$ cat src/rtl/wp_seq_pkg.sv
package wp_seq_pkg;

    localparam int KEY_AW = 15;
    localparam int KEY_DW = 8;

    typedef struct packed {
        logic [KEY_AW-1:0] addr;
        logic [KEY_DW-1:0] data;
    } key_t;

    typedef enum logic [2:0] {
        ST_IDLE = 3'd0,
        ST_K1   = 3'd1,
        ST_K2   = 3'd2,
        ST_D3   = 3'd3,
        ST_D4   = 3'd4,
        ST_D5   = 3'd5
    } step_e;

    typedef struct packed {
        logic is_cmd;
        logic en_done;
        logic dis_done;
    } match_t;

    localparam key_t KEY_LEAD  = '{addr: 15'h5555, data: 8'hAA};
    localparam key_t KEY_SECND = '{addr: 15'h2AAA, data: 8'h55};
    localparam key_t KEY_ARM   = '{addr: 15'h5555, data: 8'hA0};
    localparam key_t KEY_ERASE = '{addr: 15'h5555, data: 8'h80};
    localparam key_t KEY_LIFT  = '{addr: 15'h5555, data: 8'h20};

    function automatic logic key_hit(input key_t seen, input key_t want);
        return (seen.addr == want.addr) && (seen.data == want.data);
    endfunction

endpackage

$ cat src/rtl/wp_key_matcher.sv
module wp_key_matcher
    import wp_seq_pkg::*;
(
    input  logic   clk,
    input  logic   clr,
    input  logic   expire,
    input  logic   stb,
    input  key_t   key,
    output match_t res
);
    step_e step, nxt;

    logic h_lead, h_sec, h_arm, h_erase, h_lift;
    assign h_lead  = key_hit(key, KEY_LEAD);
    assign h_sec   = key_hit(key, KEY_SECND);
    assign h_arm   = key_hit(key, KEY_ARM);
    assign h_erase = key_hit(key, KEY_ERASE);
    assign h_lift  = key_hit(key, KEY_LIFT);

    always_comb begin
        nxt = ST_IDLE;
        res = '0;
        unique case (step)
            ST_K1:   if (h_sec)   begin nxt = ST_K2; res.is_cmd = 1'b1; end
            ST_K2:   if (h_arm)   begin nxt = ST_IDLE; res.is_cmd = 1'b1; res.en_done = 1'b1; end
                     else if (h_erase) begin nxt = ST_D3; res.is_cmd = 1'b1; end
            ST_D3:   if (h_lead)  begin nxt = ST_D4; res.is_cmd = 1'b1; end
            ST_D4:   if (h_sec)   begin nxt = ST_D5; res.is_cmd = 1'b1; end
            ST_D5:   if (h_lift)  begin nxt = ST_IDLE; res.is_cmd = 1'b1; res.dis_done = 1'b1; end
            default: ;
        endcase
        // mismatch: restart on the lead key, otherwise an ordinary write
        if (!res.is_cmd && h_lead) begin
            nxt = ST_K1;
            res.is_cmd = 1'b1;
        end
        if (!stb) res = '0;
    end

    always_ff @(posedge clk) begin
        if (clr || expire) step <= ST_IDLE;
        else if (stb)      step <= nxt;
    end

    // an expired window leaves no partial sequence
    a_r9_expire_flush: assert property (@(posedge clk) disable iff (clr)
        expire |=> step == ST_IDLE);

    // a non-command write leaves the matcher idle
    a_r8_mismatch_idle: assert property (@(posedge clk) disable iff (clr)
        (stb && !res.is_cmd) |=> step == ST_IDLE);

    // a completion is always a command write
    a_r3_done_is_cmd: assert property (@(posedge clk) disable iff (clr)
        (res.en_done || res.dis_done) |-> res.is_cmd);

endmodule

$ cat src/rtl/wp_load_window.sv
module wp_load_window #(
    parameter int WINDOW_CYC = 150
) (
    input  logic clk,
    input  logic clr,
    input  logic stb,
    output logic expire
);
    localparam int CW = $clog2(WINDOW_CYC + 1);
    localparam logic [CW-1:0] LIM = CW'(WINDOW_CYC - 1);

    logic          load_act;
    logic [CW-1:0] cnt;

    assign expire = load_act && !stb && (cnt == LIM);

    always_ff @(posedge clk) begin
        if (clr) begin
            load_act <= 1'b0;
            cnt      <= '0;
        end else if (stb) begin
            load_act <= 1'b1;
            cnt      <= '0;
        end else if (expire) begin
            load_act <= 1'b0;
            cnt      <= '0;
        end else if (load_act) begin
            cnt <= cnt + 1'b1;
        end
    end

    // counter never passes the window limit
    a_r9_window_bound: assert property (@(posedge clk) disable iff (clr)
        cnt <= LIM);

    // an expiry closes the load
    a_r9_close: assert property (@(posedge clk) disable iff (clr)
        expire |=> !load_act);

endmodule

$ cat src/rtl/wp_protect_state.sv
module wp_protect_state
    import wp_seq_pkg::*;
(
    input  logic   clk,
    input  logic   rst,
    input  logic   nv_clear,
    input  logic   stb,
    input  match_t res,
    input  logic   expire,
    input  logic   prog_done,
    output logic   protect,
    output logic   allow,
    output logic   burn
);
    logic pend_v, pend_val, session;

    assign allow = stb && !res.is_cmd && (!protect || session);
    assign burn  = stb && !res.is_cmd && protect && !session;

    always_ff @(posedge clk) begin
        if (nv_clear) begin
            protect <= 1'b0;
            pend_v  <= 1'b0;
            pend_val <= 1'b0;
            session <= 1'b0;
        end else if (rst) begin
            pend_v  <= 1'b0;
            session <= 1'b0;
        end else begin
            if (prog_done && pend_v) begin
                protect <= pend_val;
                pend_v  <= 1'b0;
            end
            if (res.en_done || res.dis_done) begin
                pend_v   <= 1'b1;
                pend_val <= res.en_done;
                session  <= 1'b1;
            end else if (expire) begin
                session <= 1'b0;
            end
        end
    end

    // command writes are neither stored nor burned
    a_r3_cmd_not_stored: assert property (@(posedge clk) disable iff (rst)
        res.is_cmd |-> !allow && !burn);

    // a burn happens only in the protected state
    a_r5_burn_only_prot: assert property (@(posedge clk) disable iff (rst)
        burn |-> protect && !allow);

    // the flag moves only on a finished period or a clear
    a_r4_change_on_done: assert property (@(posedge clk) disable iff (rst)
        !$stable(protect) |-> $past(prog_done) || $past(nv_clear));

    // clear forces the unprotected state
    a_r1_clear: assert property (@(posedge clk)
        nv_clear |=> !protect);

    // soft reset keeps the flag
    a_r10_soft_keeps: assert property (@(posedge clk) disable iff (nv_clear)
        rst |=> $stable(protect));

endmodule

$ cat src/rtl/wp_seq_detect.sv
module wp_seq_detect
    import wp_seq_pkg::*;
#(
    parameter int ADDR_W     = 17,
    parameter int DATA_W     = 8,
    parameter int WINDOW_CYC = 150
) (
    input  logic              clk,
    input  logic              rst,
    input  logic              nv_clear,
    input  logic              wr_stb,
    input  logic [ADDR_W-1:0] wr_addr,
    input  logic [DATA_W-1:0] wr_data,
    input  logic              prog_done,
    output logic              protect_o,
    output logic              allow_o,
    output logic              burn_o
);
    logic   soft_clr, expire;
    key_t   key;
    match_t res;

    assign soft_clr = rst || nv_clear;
    assign key.addr = wr_addr[KEY_AW-1:0];
    assign key.data = wr_data[KEY_DW-1:0];

    wp_load_window #(.WINDOW_CYC(WINDOW_CYC)) u_win (
        .clk(clk), .clr(soft_clr), .stb(wr_stb), .expire(expire)
    );

    wp_key_matcher u_match (
        .clk(clk), .clr(soft_clr), .expire(expire),
        .stb(wr_stb), .key(key), .res(res)
    );

    wp_protect_state u_state (
        .clk(clk), .rst(rst), .nv_clear(nv_clear), .stb(wr_stb),
        .res(res), .expire(expire), .prog_done(prog_done),
        .protect(protect_o), .allow(allow_o), .burn(burn_o)
    );

    // store and burn never both
    a_r2_exclusive: assert property (@(posedge clk) disable iff (rst)
        !(allow_o && burn_o));

endmodule

$ cat config.mk
export PLATFORM = sky130hd
export DESIGN_NAME = wp_seq_detect
export DESIGN_NICKNAME = d
export VERILOG_FILES = /design/src/rtl/wp_seq_pkg.sv /design/src/rtl/wp_key_matcher.sv /design/src/rtl/wp_load_window.sv /design/src/rtl/wp_protect_state.sv /design/src/rtl/wp_seq_detect.sv
export SDC_FILE = /design/constraint.sdc
export NUM_CORES = 1
export LEC_CHECK = 0
export ABC_AREA = 1
export ABC_CLOCK_PERIOD_IN_PS = 1400
export BUFFER_PORTS_ARGS = -buffer_cell sky130_fd_sc_hd__buf_2
export CORE_MARGIN = 2
export CORE_UTILIZATION = 30
export DETAILED_ROUTE_END_ITERATION = 16
export HOLD_SLACK_MARGIN = 0.1
export PLACE_DENSITY = 0.57
export SYNTH_ARGS = -nofsm -noshare
export SYNTH_HDL_FRONTEND = slang
export SYNTH_HIERARCHICAL = 1
export SYNTH_SLANG_ARGS = --single-unit
$ cat constraint.sdc
create_clock -name clk -period 1.4 [get_ports clk]
set_clock_uncertainty 0.05 [all_clocks]
set_input_delay 0.14 -clock clk [delete_from_list [all_inputs] [get_ports clk]]
set_output_delay 0.14 -clock clk [all_outputs]
set_load 0.02 [all_outputs]
==> metrics.cfg, run 1 <==
[sta]
drv_slew = 0
slew_headroom = 0.8323
setup_violations = 5
rsz0062_at_grt = yes
fmax_mhz = 532.5
hold_viol_final = 0
period_minus_slack_ns = 1.878
worst_pin_slew_ns = 0.2497
fin_ws_ns = -0.4779
layout_worst_path_cycle_share = 1.341

[critical_path]
cp.required_ns = 1.21
r2r-end = u_state/pend_val
start_kind = flop
critPathArrivalTime_ns = 1.69
endpoint_kind = output port
r2r_start = u_match/step[2]
critical_path_class = reg2out
reg2reg_depth = 12
critPathTopFamily = simple AND/OR/NAND/NOR gates
cp_num_buf_inv = 4
r2r_setup_slack_ns = -0.19
crit_fanout = 3
slowest_stage = dfxtp_4
slowest_delay_ns = 0.36
cpMostUsedCell = nand2_2
crit_path_cell_trace = buf_4 -> nor3_4 -> nand3_2 -> nand2_2 -> inv_2 -> a31oi_1 -> inv_1 -> nand2_2 -> nor2_4 -> buf_6

[hold_path]
holdCritPathClass = in2reg
min-delay-start = nv_clear
min_path_cells = 4
whs_endpoint = u_state/protect

[final_layout]
design_area_um2 = 1732
final_cell_mix = nand2_1, inv_1, nor2_1
diodes = 0
nNetsFinal = 295
fillCellCount = 421
layout_commonest_cell = nand2_1
utilization = 0.4329
syn_to_final_growth_pct = 39.52
final_layout_size_suffix_gt1_frac = 0.3855
multiInputGateArea_um2 = 820.8
ff_latch_area_um2 = 332.8

[synth]
syn-instance-count = 211
yosysWarnings = 6
yosysUniqueCellTypes = 24
ys_seq_elements = 16
avgSynthCellArea_um2 = 5.882
synth_top_cell_by_area = dfxtp_1
syn_nets = 243
seq_area_frac_synth = 0.2581
yosys-top-cells-area = dfxtp_1, nand2_1, inv_1, nor2_1, a21oi_1
syn_area_um2 = 1241
yosysTopAreaCellShare = 0.2581

[job]
drv_cap = 0

[floorplanning]
dieArea_um2 = 4668
start_util = 0.3103
placementRows = 23
die_y_um = 68.32
die_w_um = 68.32
pin_count = 33
core_area_um2 = 4000

[route]
vias = 1316
vias_per_cell = 4.218
post_drt_wl_per_cell_um = 8.083
final_antenna_net_count = 0
wl_um = 2522
firstDrtPassIters = 4
drt_iter0_markers = 30
remaining_drc_errors = 0

[global_routing]
grt_overflow = 0
antenna_found_initial = 0
grt_pass1_wl_um = 4209
grt_pass1_vias = 1133
track_usage = 0.1132
grt_start_max_net_pins = 10

[placed_design]
dp_hpwl_um = 2058
place_area_um2 = 1573
io_buffer_count = 30
gp_congestion = 0.7442

[clocking]
cts_buffers = 3
cts-hold-fix-buffers = 0
clkTransAtPathRegs_ns = 0.07
clkSinkCount = 16
cts_root_buf = clkbuf_8
cts_tree = yes
clock_path_buffers = 2
htreeDepth = 1
clk_latency_ns = 0.25

[pwr]
p_per_area_nw_per_um2 = 570.7
p_leak_nw = 0.7895
power_mw = 0.9883
irDropWorstVdd_mv = 0.2686

[status]
violations = setup timing
status = complete, but fails checks

## layer usage
layer / part of all wire / vias up / GRT usage
li1: - / 738 / -
met5: 0 / - / 0
met4: 0 / 0 / 0.04500
met3: 0.027 / 0 / 0.009868
met1: 0.49 / 552 / 0.1383
met2: 0.48 / 26 / 0.2027
## state kept, by name, indices dropped and copies added (netlist names)
register and flops:
u_state/protect 1, u_match/step 3, u_win/cnt 8, u_state/pend_v 1
u_state/pend_val 1, u_win/load_act 1, u_state/session 1
## stage by stage
step	setup TNS, ns	std cells	worst slack, ns	hold WS (ns)
detailed placement	-0.7083	304	-0.2738	0.3760
floorplan	-0.04618	211	-0.04618	0.2233
global placement	-0.6465	304	-0.2661	0.3705
global route	-1.998	312	-0.5686	0.1444
CTS	-1.139	310	-0.4523	0.1134
finish	-1.493	312	-0.4779	0.1182
## cell usage after synthesis, drive strengths merged
master  instances
o211ai          1
xor2            2
a21oi          11
nor2           41
nand4           1
inv            44
nand3          11
nand3b          1
a31oi           1
xnor2           1
nand2          67
dfxtp          16
or2             2
a22oi           1
ha              2
nor3            8
o21ai           1
## worst max-delay path by stage
stage,startpoint,end,cells after the start
floorplan,u_match/step[1],burn_o,12
global placement,u_match/step[2],allow_o,12
detailed placement,u_match/step[2],allow_o,12
CTS,u_match/step[1],allow_o,13
global route,u_match/step[1],allow_o,10
finish,u_match/step[1],allow_o,10
## report_power, final
part	total (mW)	switching, mW	internal, mW
sequential	0.453	0.00140	0.451
combinational	0.130	0.0714	0.0587
clock	0.406	0.156	0.249
## logic make-up (layout without fill, tap and decap cells)
| kind of cell | Yosys count | in the layout | share of synthesized area |
|---|---|---|---|
| flip-flops | 16 | 16 | 0.2581 |
| AO/OA/AOI/OAI | 15 | 15 | 0.06856 |
| AND/OR/NAND/NOR | 131 | 131 | 0.4990 |
| adder cells (fa/ha/maj) | 2 | 2 | 0.02016 |
| buffers and inverters | 44 | 95 | 0.1331 |
| XOR/XNOR | 3 | 3 | 0.02117 |
## tightest hold or removal path, delay by kind of cell
family                 cells  cell delay [ns]
buffers and inverters      2             0.14
AND/OR/NAND/NOR            2             0.09
## timing repair
| item | in CTS | in global routing |
|---|---|---|
| setup endpoints to repair | 5 | 8 |
| resized for setup | 8 | 18 |
| setup buffers | 2 | 2 |
| pin swaps | 0 | 5 |
## cell type report
cell class | count | area share
well taps | 50 | 0.03613
clock buffers | 4 | 0.03179
multi-input cells | 151 | 0.4740
repair buffers | 47 | 0.1676
inverters | 44 | 0.09827
flip-flops and latches | 16 | 0.1922
Note: power is estimated with default switching activity, not from simulation.
==> run 2: changes to the inputs <==
Settings changed: CAP_MARGIN from default to 25, CELL_PAD_IN_SITES_DETAIL_PLACEMENT from default to 1, CELL_PAD_IN_SITES_GLOBAL_PLACEMENT from default to 1, MAX_ROUTING_LAYER from default to met4, PLACE_DENSITY 0.57 to 0.77.
==> metrics.cfg, run 2 (synthesis gave the netlist of run 1 again) <==
[status]
status = complete, but fails checks
violations = setup timing

[critical_path]
cp_num_buf_inv = 3
endpoint_kind = output port
cp.required_ns = 1.21
critical_path_class = reg2out
slowest_stage = dfxtp_2
critPathTopFamily = simple AND/OR/NAND/NOR gates
crit_path_cell_trace = inv_2 -> nand2_2 -> nor2_1 -> nand2_1 -> nor2_1 -> nand2_1 -> nand3_2 -> nor2_2 -> a31oi_1 -> inv_1 -> nand2_2 -> nor3_4 -> buf_6
start_kind = flop
critPathArrivalTime_ns = 1.71
r2r_setup_slack_ns = -0.03
slowest_delay_ns = 0.33
crit_fanout = 3

[global_routing]
track_usage = 0.1681
use_met2 = 0.2961
grt_overflow = 0
grt_start_max_net_pins = 10
grtUsageMet1 = 0.1866
grt_pass1_wl_um = 5761
grt_busiest_layer = met2
use_met3 = 0.03947
grt_pass1_vias = 1410
antenna_found_initial = 0

[sta]
layout_worst_path_cycle_share = 1.358
fmax_mhz = 526.0
slew_headroom = 0.8212
fin_ws_ns = -0.5012
setup_violations = 3
period_minus_slack_ns = 1.901
hold_viol_final = 0
drv_slew = 0
worst_pin_slew_ns = 0.2679
rsz0062_at_grt = yes

[final_layout]
reg.largest.list = u_win/cnt x8, u_match/step x3
utilization = 0.4270
nNetsFinal = 295
layout_commonest_cell = nand2_1
diodes = 0
largest_reg_flops = 8
final_cell_mix = nand2_1, inv_1, nor2_1
top_register = u_win/cnt
syn_to_final_growth_pct = 37.60
final_layout_size_suffix_gt1_frac = 0.3740

[floorplanning]
core_area_um2 = 4000
pin_count = 33
start_util = 0.3103
dieArea_um2 = 4668
placementRows = 23
die_w_um = 68.32
die_y_um = 68.32

[clocking]
cts-hold-fix-buffers = 0
cts_tree = yes
clkTransAtPathRegs_ns = 0.06
htreeDepth = 1
cts_buffers = 3
cts_root_buf = clkbuf_8
clock_path_buffers = 2
clkSinkCount = 16
clk_latency_ns = 0.26

[pwr]
swShare = 0.2457
p_sw_mw = 0.2487
p_per_area_nw_per_um2 = 592.8
internal_power_mw = 0.7637
p_leak_nw = 0.7981
pwr-share-seq = 0.450
clkPwrFrac = 0.414
comb_power_share = 0.136
irDropWorstVdd_mv = 0.5919
power_mw = 1.012

[route]
post_drt_wl_per_cell_um = 10.61
vias = 1395
firstDrtPassIters = 4
vias_per_cell = 4.471
remaining_drc_errors = 0
final_antenna_net_count = 0
wl_um = 3309
drt_iter0_markers = 31

[placed_design]
dp_hpwl_um = 2677
io_buffer_count = 30
gp_congestion = 0.7779

[job]
drv_cap = 0

[hold_path]
holdCritPathClass = in2reg

run 2: cell counts in the layout (fill, tap and decap cells not counted):
No cell type changed its count.
run 2: worst paths after layout:
kind                                  startpoint               end  cells past startpoint
worst min register to register  u_state/pend_val  u_state/pend_val                      2
worst max-delay path             u_match/step[1]            burn_o                     13
worst min-delay path                    nv_clear   u_state/protect                      4
worst max register to register   u_match/step[1]  u_state/pend_val                     11
run 2: timing repair:
item / in CTS / in global routing
gates resized for setup: 6 / 13
endpoints found under the hold margin: 0 / 0
buffers inserted: 3 / 3
pin swaps: 0 / 7
setup endpoints to repair: 6 / 10
run 2: cell type report:
cell class	instances	area (um2)
fill	537	2292
sequential	16	327.8
clock buffer	4	55.05
timing repair buffer	47	290.3
inverter	44	165.2
multi-input combinational	151	807.0
tap	50	62.56
run 2: power groups by stage:
stage / combinational (mW) / sequential (mW) / clock [mW]
6_report: 0.137 / 0.456 / 0.419
5_1_grt: 0.157 / 0.456 / 0.455
4_1_cts: 0.136 / 0.458 / 0.441
3_5_place_dp: 0.134 / 0.468 / 0
3_3_place_gp: 0.130 / 0.468 / 0
2_1_floorplan: 0.0625 / 0.469 / 0
run 2: stage by stage:
step           hold WS (ns)  instance area [um2]  std cells  setup TNS [ns]  setup WS [ns]
2_1_floorplan        0.2233                 1262        211        -0.04618       -0.04618
3_3_place_gp         0.3742                 1588        306         -0.7551        -0.2625
3_5_place_dp         0.3746                 1588        306         -0.8095        -0.2853
4_1_cts              0.1132                 1678        313          -2.151        -0.5019
5_1_grt              0.1391                 1708        312          -1.850        -0.6445
6_report             0.1181                 1708        312          -1.035        -0.5012
run 2: layer usage:
metal | vias up | wire, um
met5 | - | 0
met4 | 0 | 40
met3 | 5 | 97
met2 | 18 | 1696
met1 | 635 | 1476
li1 | 737 | -
run 2: worst reg2reg max path: cells and delay by family, from the launching register on:
kind | cells | cell delay [ns]
DFF | 1 | 0.33
buffers and inverters | 2 | 0.23
and+or+nand+nor | 9 | 0.72
